==> config.mk <==
export PLATFORM = sky130hd
export DESIGN_NAME = pt_walker
export DESIGN_NICKNAME = d
export VERILOG_FILES = /design/src/rtl/pt_walker_pkg.sv /design/src/rtl/pt_idx_sel.sv /design/src/rtl/pt_entry_dec.sv /design/src/rtl/pt_walker.sv
export SDC_FILE = /design/constraint.sdc
export NUM_CORES = 1
export LEC_CHECK = 0
export CAP_MARGIN = 30
export CORE_MARGIN = 10
export CORE_UTILIZATION = 35
export DETAILED_ROUTE_END_ITERATION = 8
export GPL_TIMING_DRIVEN = 0
export PLACE_DENSITY = 0.75
export SKIP_CTS_REPAIR_TIMING = 1
export SLEW_MARGIN = 15
export SYNTH_ARGS = -nofsm -noshare
export SYNTH_HDL_FRONTEND = slang
export SYNTH_HIERARCHICAL = 1
export SYNTH_SLANG_ARGS = --single-unit
export TNS_END_PERCENT = 20
==> constraint.sdc <==
create_clock -name clk -period 5.1 [get_ports clk]
set_clock_uncertainty 0.15 [all_clocks]
set_input_delay 0.51 -clock clk [delete_from_list [all_inputs] [get_ports clk]]
set_output_delay 0.51 -clock clk [all_outputs]
set_load 0.05 [all_outputs]
==> src/rtl/pt_walker_pkg.sv <==
package pt_walker_pkg;
    localparam int VA_W     = 48;
    localparam int PA_W     = 52;
    localparam int PG_W     = 12;
    localparam int IDX_W    = 9;
    localparam int LVLS     = 4;
    localparam int ENT_W    = 64;
    localparam int PERM_W   = 6;
    localparam int PS_BIT   = 7;
    localparam int HUGE_LVL = 1;   // level-2 table, counted from 0 at the leaf

    typedef enum logic [1:0] {
        WK_IDLE  = 2'd0,
        WK_ISSUE = 2'd1,
        WK_WAIT  = 2'd2
    } wk_state_e;
endpackage

==> src/rtl/pt_idx_sel.sv <==
module pt_idx_sel #(
    parameter int VA_W  = 48,
    parameter int PG_W  = 12,
    parameter int IDX_W = 9,
    parameter int LVLS  = 4,
    parameter int PFN_W = 40,
    parameter int LVL_W = $clog2(LVLS)
) (
    input  logic [VA_W-1:0]        vaddr,
    input  logic [LVL_W-1:0]       lvl,
    input  logic [PFN_W-1:0]       base,
    output logic [PFN_W+PG_W-1:0]  addr
);
    localparam int ESH = PG_W - IDX_W;  // log2 of entry size in bytes

    logic [IDX_W-1:0] idx [LVLS];

    for (genvar g = 0; g < LVLS; g++) begin : g_idx
        assign idx[g] = vaddr[PG_W + g*IDX_W +: IDX_W];
    end

    assign addr = {base, idx[lvl], {ESH{1'b0}}};
endmodule

==> src/rtl/pt_entry_dec.sv <==
module pt_entry_dec #(
    parameter int VA_W     = 48,
    parameter int PG_W     = 12,
    parameter int IDX_W    = 9,
    parameter int LVLS     = 4,
    parameter int PFN_W    = 40,
    parameter int ENT_W    = 64,
    parameter int PERM_W   = 6,
    parameter int PS_BIT   = 7,
    parameter int HUGE_LVL = 1,
    parameter int LVL_W    = $clog2(LVLS)
) (
    input  logic [ENT_W-1:0]  entry,
    input  logic [LVL_W-1:0]  lvl,
    input  logic [VA_W-1:0]   vaddr,
    output logic              present,
    output logic              leaf,
    output logic              huge,
    output logic [PFN_W-1:0]  next_base,
    output logic [PFN_W-1:0]  leaf_pfn,
    output logic [PERM_W-1:0] perm
);
    localparam int HSPAN = HUGE_LVL * IDX_W;

    assign present   = entry[0];
    assign perm      = entry[PERM_W:1];
    assign huge      = (lvl == LVL_W'(HUGE_LVL)) && entry[PS_BIT];
    assign leaf      = (lvl == '0) || huge;
    assign next_base = entry[PG_W +: PFN_W];

    always_comb begin
        leaf_pfn = next_base;
        if (huge) begin
            leaf_pfn[HSPAN-1:0] = vaddr[PG_W +: HSPAN];
        end
    end
endmodule

==> src/rtl/pt_walker.sv <==
module pt_walker
    import pt_walker_pkg::*;
#(
    parameter int P_VA_W  = VA_W,
    parameter int P_PA_W  = PA_W,
    parameter int P_PERM  = PERM_W,
    parameter int P_ENT_W = ENT_W
) (
    input  logic                      clk,
    input  logic                      rst_n,
    input  logic                      req_valid,
    output logic                      req_ready,
    input  logic [P_VA_W-1:0]         req_vaddr,
    input  logic [P_PA_W-1:0]         root_base,
    output logic                      mem_req_valid,
    output logic [P_PA_W-1:0]         mem_req_addr,
    input  logic                      mem_rsp_valid,
    input  logic [P_ENT_W-1:0]        mem_rsp_data,
    output logic                      done_valid,
    output logic [P_PA_W-PG_W-1:0]    done_pfn,
    output logic                      done_huge,
    output logic [P_PERM-1:0]         done_perm,
    output logic                      fault_valid,
    output logic [P_VA_W-1:0]         fault_vaddr
);
    localparam int PFN_W = P_PA_W - PG_W;
    localparam int LVL_W = $clog2(LVLS);

    typedef struct packed {
        wk_state_e          st;
        logic [LVL_W-1:0]   lvl;
        logic [P_VA_W-1:0]  vaddr;
        logic [PFN_W-1:0]   base;
        logic               done;
        logic               fault;
        logic [PFN_W-1:0]   pfn;
        logic               huge;
        logic [P_PERM-1:0]  perm;
    } wk_t;

    wk_t r_d, r_q;

    logic [P_PA_W-1:0] rd_addr;
    logic              e_present, e_leaf, e_huge;
    logic [PFN_W-1:0]  e_next, e_pfn;
    logic [P_PERM-1:0] e_perm;

    pt_idx_sel #(
        .VA_W(P_VA_W), .PG_W(PG_W), .IDX_W(IDX_W), .LVLS(LVLS), .PFN_W(PFN_W)
    ) u_idx (
        .vaddr(r_q.vaddr), .lvl(r_q.lvl), .base(r_q.base), .addr(rd_addr)
    );

    pt_entry_dec #(
        .VA_W(P_VA_W), .PG_W(PG_W), .IDX_W(IDX_W), .LVLS(LVLS), .PFN_W(PFN_W),
        .ENT_W(P_ENT_W), .PERM_W(P_PERM), .PS_BIT(PS_BIT), .HUGE_LVL(HUGE_LVL)
    ) u_dec (
        .entry(mem_rsp_data), .lvl(r_q.lvl), .vaddr(r_q.vaddr),
        .present(e_present), .leaf(e_leaf), .huge(e_huge),
        .next_base(e_next), .leaf_pfn(e_pfn), .perm(e_perm)
    );

    always_comb begin
        r_d       = r_q;
        r_d.done  = 1'b0;
        r_d.fault = 1'b0;
        unique case (r_q.st)
            WK_IDLE: begin
                if (req_valid) begin
                    r_d.st    = WK_ISSUE;
                    r_d.lvl   = LVL_W'(LVLS - 1);
                    r_d.vaddr = req_vaddr;
                    r_d.base  = root_base[P_PA_W-1:PG_W];
                end
            end
            WK_ISSUE: begin
                r_d.st = WK_WAIT;
            end
            WK_WAIT: begin
                if (mem_rsp_valid) begin
                    if (!e_present) begin
                        r_d.st    = WK_IDLE;
                        r_d.fault = 1'b1;
                    end else if (e_leaf) begin
                        r_d.st   = WK_IDLE;
                        r_d.done = 1'b1;
                        r_d.pfn  = e_pfn;
                        r_d.huge = e_huge;
                        r_d.perm = e_perm;
                    end else begin
                        r_d.st   = WK_ISSUE;
                        r_d.lvl  = r_q.lvl - 1'b1;
                        r_d.base = e_next;
                    end
                end
            end
            default: r_d.st = WK_IDLE;
        endcase
    end

    always_ff @(posedge clk or negedge rst_n) begin
        if (!rst_n) begin
            r_q <= '{st: WK_IDLE, default: '0};
        end else begin
            r_q <= r_d;
        end
    end

    assign req_ready     = (r_q.st == WK_IDLE);
    assign mem_req_valid = (r_q.st == WK_ISSUE);
    assign mem_req_addr  = rd_addr;
    assign done_valid    = r_q.done;
    assign done_pfn      = r_q.pfn;
    assign done_huge     = r_q.huge;
    assign done_perm     = r_q.perm;
    assign fault_valid   = r_q.fault;
    assign fault_vaddr   = r_q.vaddr;

    AST_RD_PULSE: assert property (@(posedge clk) disable iff (!rst_n)
        mem_req_valid |=> !mem_req_valid);
    AST_RD_BUSY: assert property (@(posedge clk) disable iff (!rst_n)
        mem_req_valid |-> !req_ready);
    AST_RD_ALIGN: assert property (@(posedge clk) disable iff (!rst_n)
        mem_req_valid |-> (mem_req_addr[2:0] == 3'b000));
    AST_RESULT_EXCL: assert property (@(posedge clk) disable iff (!rst_n)
        !(done_valid && fault_valid));
    AST_DONE_PULSE: assert property (@(posedge clk) disable iff (!rst_n)
        done_valid |=> !done_valid);
    AST_FAULT_NO_RD: assert property (@(posedge clk) disable iff (!rst_n)
        fault_valid |-> !mem_req_valid);
    AST_IDLE_RSP: assert property (@(posedge clk) disable iff (!rst_n)
        (req_ready && !req_valid) |=> !(done_valid || fault_valid));
endmodule

==> flow_metrics.env <==
export IMPL_num_vias=5346
export IMPL_regToRegSetupSlack_ns=2.97
export IMPL_synth_cells=609
export IMPL_slowest_stage="clkdlybuf4s50_1"
export IMPL_drc=0
export IMPL_yosysTopAreaCell="dfrtp_1"
export IMPL_hpwlAfterDp_um=18000
export IMPL_slew_headroom_pct=56.0
export IMPL_yosys_top_cells_area="dfrtp_1, buf_4, mux2_2"
export IMPL_slew_viol_final=0
export IMPL_intPower_mw=4.46
export IMPL_cts_num_sinks=141
export IMPL_area_growth_synth_to_final_pct=44.0
export IMPL_synth_ff_latch_count=141
export IMPL_nets=1048
export IMPL_crit_required_ns=4.44
export IMPL_vdd_ir_drop_max_v=0.000479
export IMPL_start_kind="flop"
export IMPL_cts_tree="done"
export IMPL_routed_wl_um=23600
export IMPL_p_per_area_nw_per_um2=726
export IMPL_grt_total_usage_pct=16.2
export IMPL_syn_area_um2=7860
export IMPL_cts_max_path_buffers=2
export IMPL_clock_latency_ns=0.42
export IMPL_grt_setup_unrepaired="no"
export IMPL_crit_family="buffers and inverters"
export IMPL_drtIter0Drc=183
export IMPL_final_cell_mix="clkdlybuf4s50_1, buf_4, dfrtp_1, mux2_2, a32o_1"
export IMPL_numCtsBuffers=17
export IMPL_end_kind="primary output"
export IMPL_rows=54
export IMPL_pwr_share_clk_pct=14.9
export IMPL_tightest_slew_ns=0.660
export IMPL_coreArea_um2=22000
export IMPL_finalCriticalPeriod_ns=3.09
export IMPL_port_buffers=248
export IMPL_ant_nets=0
export IMPL_cp_cell_sequence="buf_6 > mux4_2 > clkdlybuf4s50_1"
export IMPL_wl_per_cell_um=20.1
export IMPL_hold_viol=0
export IMPL_die_area_um2=28800
export IMPL_htree_levels=4
export IMPL_max_cap_violations=0
export IMPL_overflow=0
export IMPL_first_global_vias=5823
export IMPL_hold_class="primary input to flop"
export IMPL_ys_types=29
export IMPL_dr_pass1_iters=4
export IMPL_cp_max_fo=9
export IMPL_power_share_switching_pct=45.7
export IMPL_cellLeakagePower_nw=5.30
export IMPL_gp_congestion=0.777
export IMPL_finalSetupTns_ns=0
export IMPL_finalPower_mw=8.22
export IMPL_power_switching_mw=3.75
export IMPL_synth_top_cell_area_share_pct=44.9
export IMPL_final_common_cell="clkdlybuf4s50_1"
export IMPL_yosysWarnings=6
export IMPL_p_seq_share_pct=23.5
export IMPL_dieWidth_um=170
export IMPL_root_buffer="clkbuf_16"
export IMPL_antenna_found_initial=1
export IMPL_clk_pin_slew_ns=0.07
export IMPL_status="complete, no violations"
export IMPL_layout_drive_gt1_share_pct=48.2
export IMPL_ios=319
export IMPL_fmax_mhz=324
export IMPL_ys_seq_area_share_pct=44.9
export IMPL_start_util_pct=35.8
export IMPL_arrival_ns=2.43
export IMPL_cp_buffers_inverters=2
export IMPL_setup_viol_count_final=0
export IMPL_grt_pass1_wl_um=35400
export IMPL_period_share_pct=60.5
export IMPL_critPathKind="flop to primary output"
export IMPL_vias_per_cell=4.55
export IMPL_grt_max_degree=82
export IMPL_slowest_delay_ns=0.74
export IMPL_utilization_pct=51.5
export IMPL_p_comb_share_pct=61.6
export IMPL_die_h_um=170
export IMPL_fill_cells=1940
export IMPL_avgSynthCellArea_um2=12.9
-- stage by stage --
stage | instance area, µm² | cells | hold WS, ns | worst slack [ns]
CTS | 11300 | 1172 | -0.126 | 1.97
finish | 11300 | 1174 | 0.120 | 2.01
detailed placement | 10700 | 1140 | 0.335 | 2.43
global placement | 10700 | 1139 | 0.339 | -2.88
global route | 11300 | 1174 | 0.111 | 1.92
floorplan | 7870 | 611 | 0.0644 | 3.16
-- flip-flops by register name, indices dropped and copies added (netlist names) --
name         count
done_huge        1
done_perm        6
done_pfn        40
done_valid       1
fault_vaddr     48
fault_valid      1
r_q             44
-- power groups by stage --
stage / logic, mW / clock network, mW / registers, mW
floorplan: 3.68 / 0 / 1.83
global route: 5.30 / 1.30 / 2.00
CTS: 5.13 / 1.26 / 1.93
detailed placement: 5.11 / 0 / 1.95
global placement: 5.07 / 0 / 1.93
finish: 5.06 / 1.22 / 1.93
-- cells by family (layout without fill, tap and decap cells) --
group | count (synthesis) | after routing | share of synthesized area (%)
AOI/OAI and AO/OA | 46 | 46 | 5.76
buffers and inverters | 253 | 535 | 23.5
DFF | 141 | 141 | 44.9
muxes | 153 | 153 | 24.6
other | 1 | 4 | 0.0477
and+or+nand+nor | 15 | 15 | 1.21
-- worst register-to-register path: cells and delay by family, from the launching register on --
family,cells,cell delay (ns)
compound gates,2,0.46
buf+inv,1,0.28
flops,1,0.49
mux,1,0.36
simple gates,1,0.28
-- layer usage --
| layer | GRT usage (%) | up-vias | share of wire [%] |
|---|---|---|---|
| met5 | 0 | - | 0 |
| met2 | 27.1 | 227 | 49 |
| li1 | - | 2455 | - |
| met1 | 17.4 | 2647 | 37 |
| met3 | 9.21 | 17 | 13 |
| met4 | 3.78 | 0 | 1.3 |
-- synth_stat cells (all sizes together) --
library cell    n
nor3            2
inv             5
o211a           1
a32o           40
nand3b          2
and4b           1
dfrtp         141
o21ba           1
a311oi          1
nand2           2
nor2b           1
clkbuf         10
nand2b          1
nor4            1
a21oi           1
buf           238
mux2          144
conb            1
o21bai          2
nor3b           2
mux4            9
nor2            3
-- worst paths after layout --
path                                      start                        to  depth (start not counted)
hold / removal                  mem_rsp_data[0]     fault_valid$_DFF_PN0_                          2
setup / recovery           r_q[137]$_DFFE_PN0P_          mem_req_addr[10]                          3
max in group asynchronous                 rst_n       r_q[56]$_DFFE_PN0P_                          3
min in group asynchronous                 rst_n  done_pfn[30]$_DFFE_PN0P_                          2
hold reg to reg             r_q[68]$_DFFE_PN0P_       r_q[68]$_DFFE_PN0P_                          1
setup reg to reg           r_q[137]$_DFFE_PN0P_       r_q[64]$_DFFE_PN0P_                          5
-- cell type report --
type                       instances  area [µm²]  share of cell area (%)
sequential                       141        3530                    31.2
clock buffer                      17         425                    3.76
multi-input combinational        217        2490                    22.0
antenna                            1        2.50                  0.0221
timing repair buffer             250        2520                    22.3
clock inverter                    15         145                    1.28
buffer                           248        1830                    16.2
tap                              280         350                    3.10
inverter                           5        18.8                   0.166
Note: power is estimated with default switching activity, not from simulation.
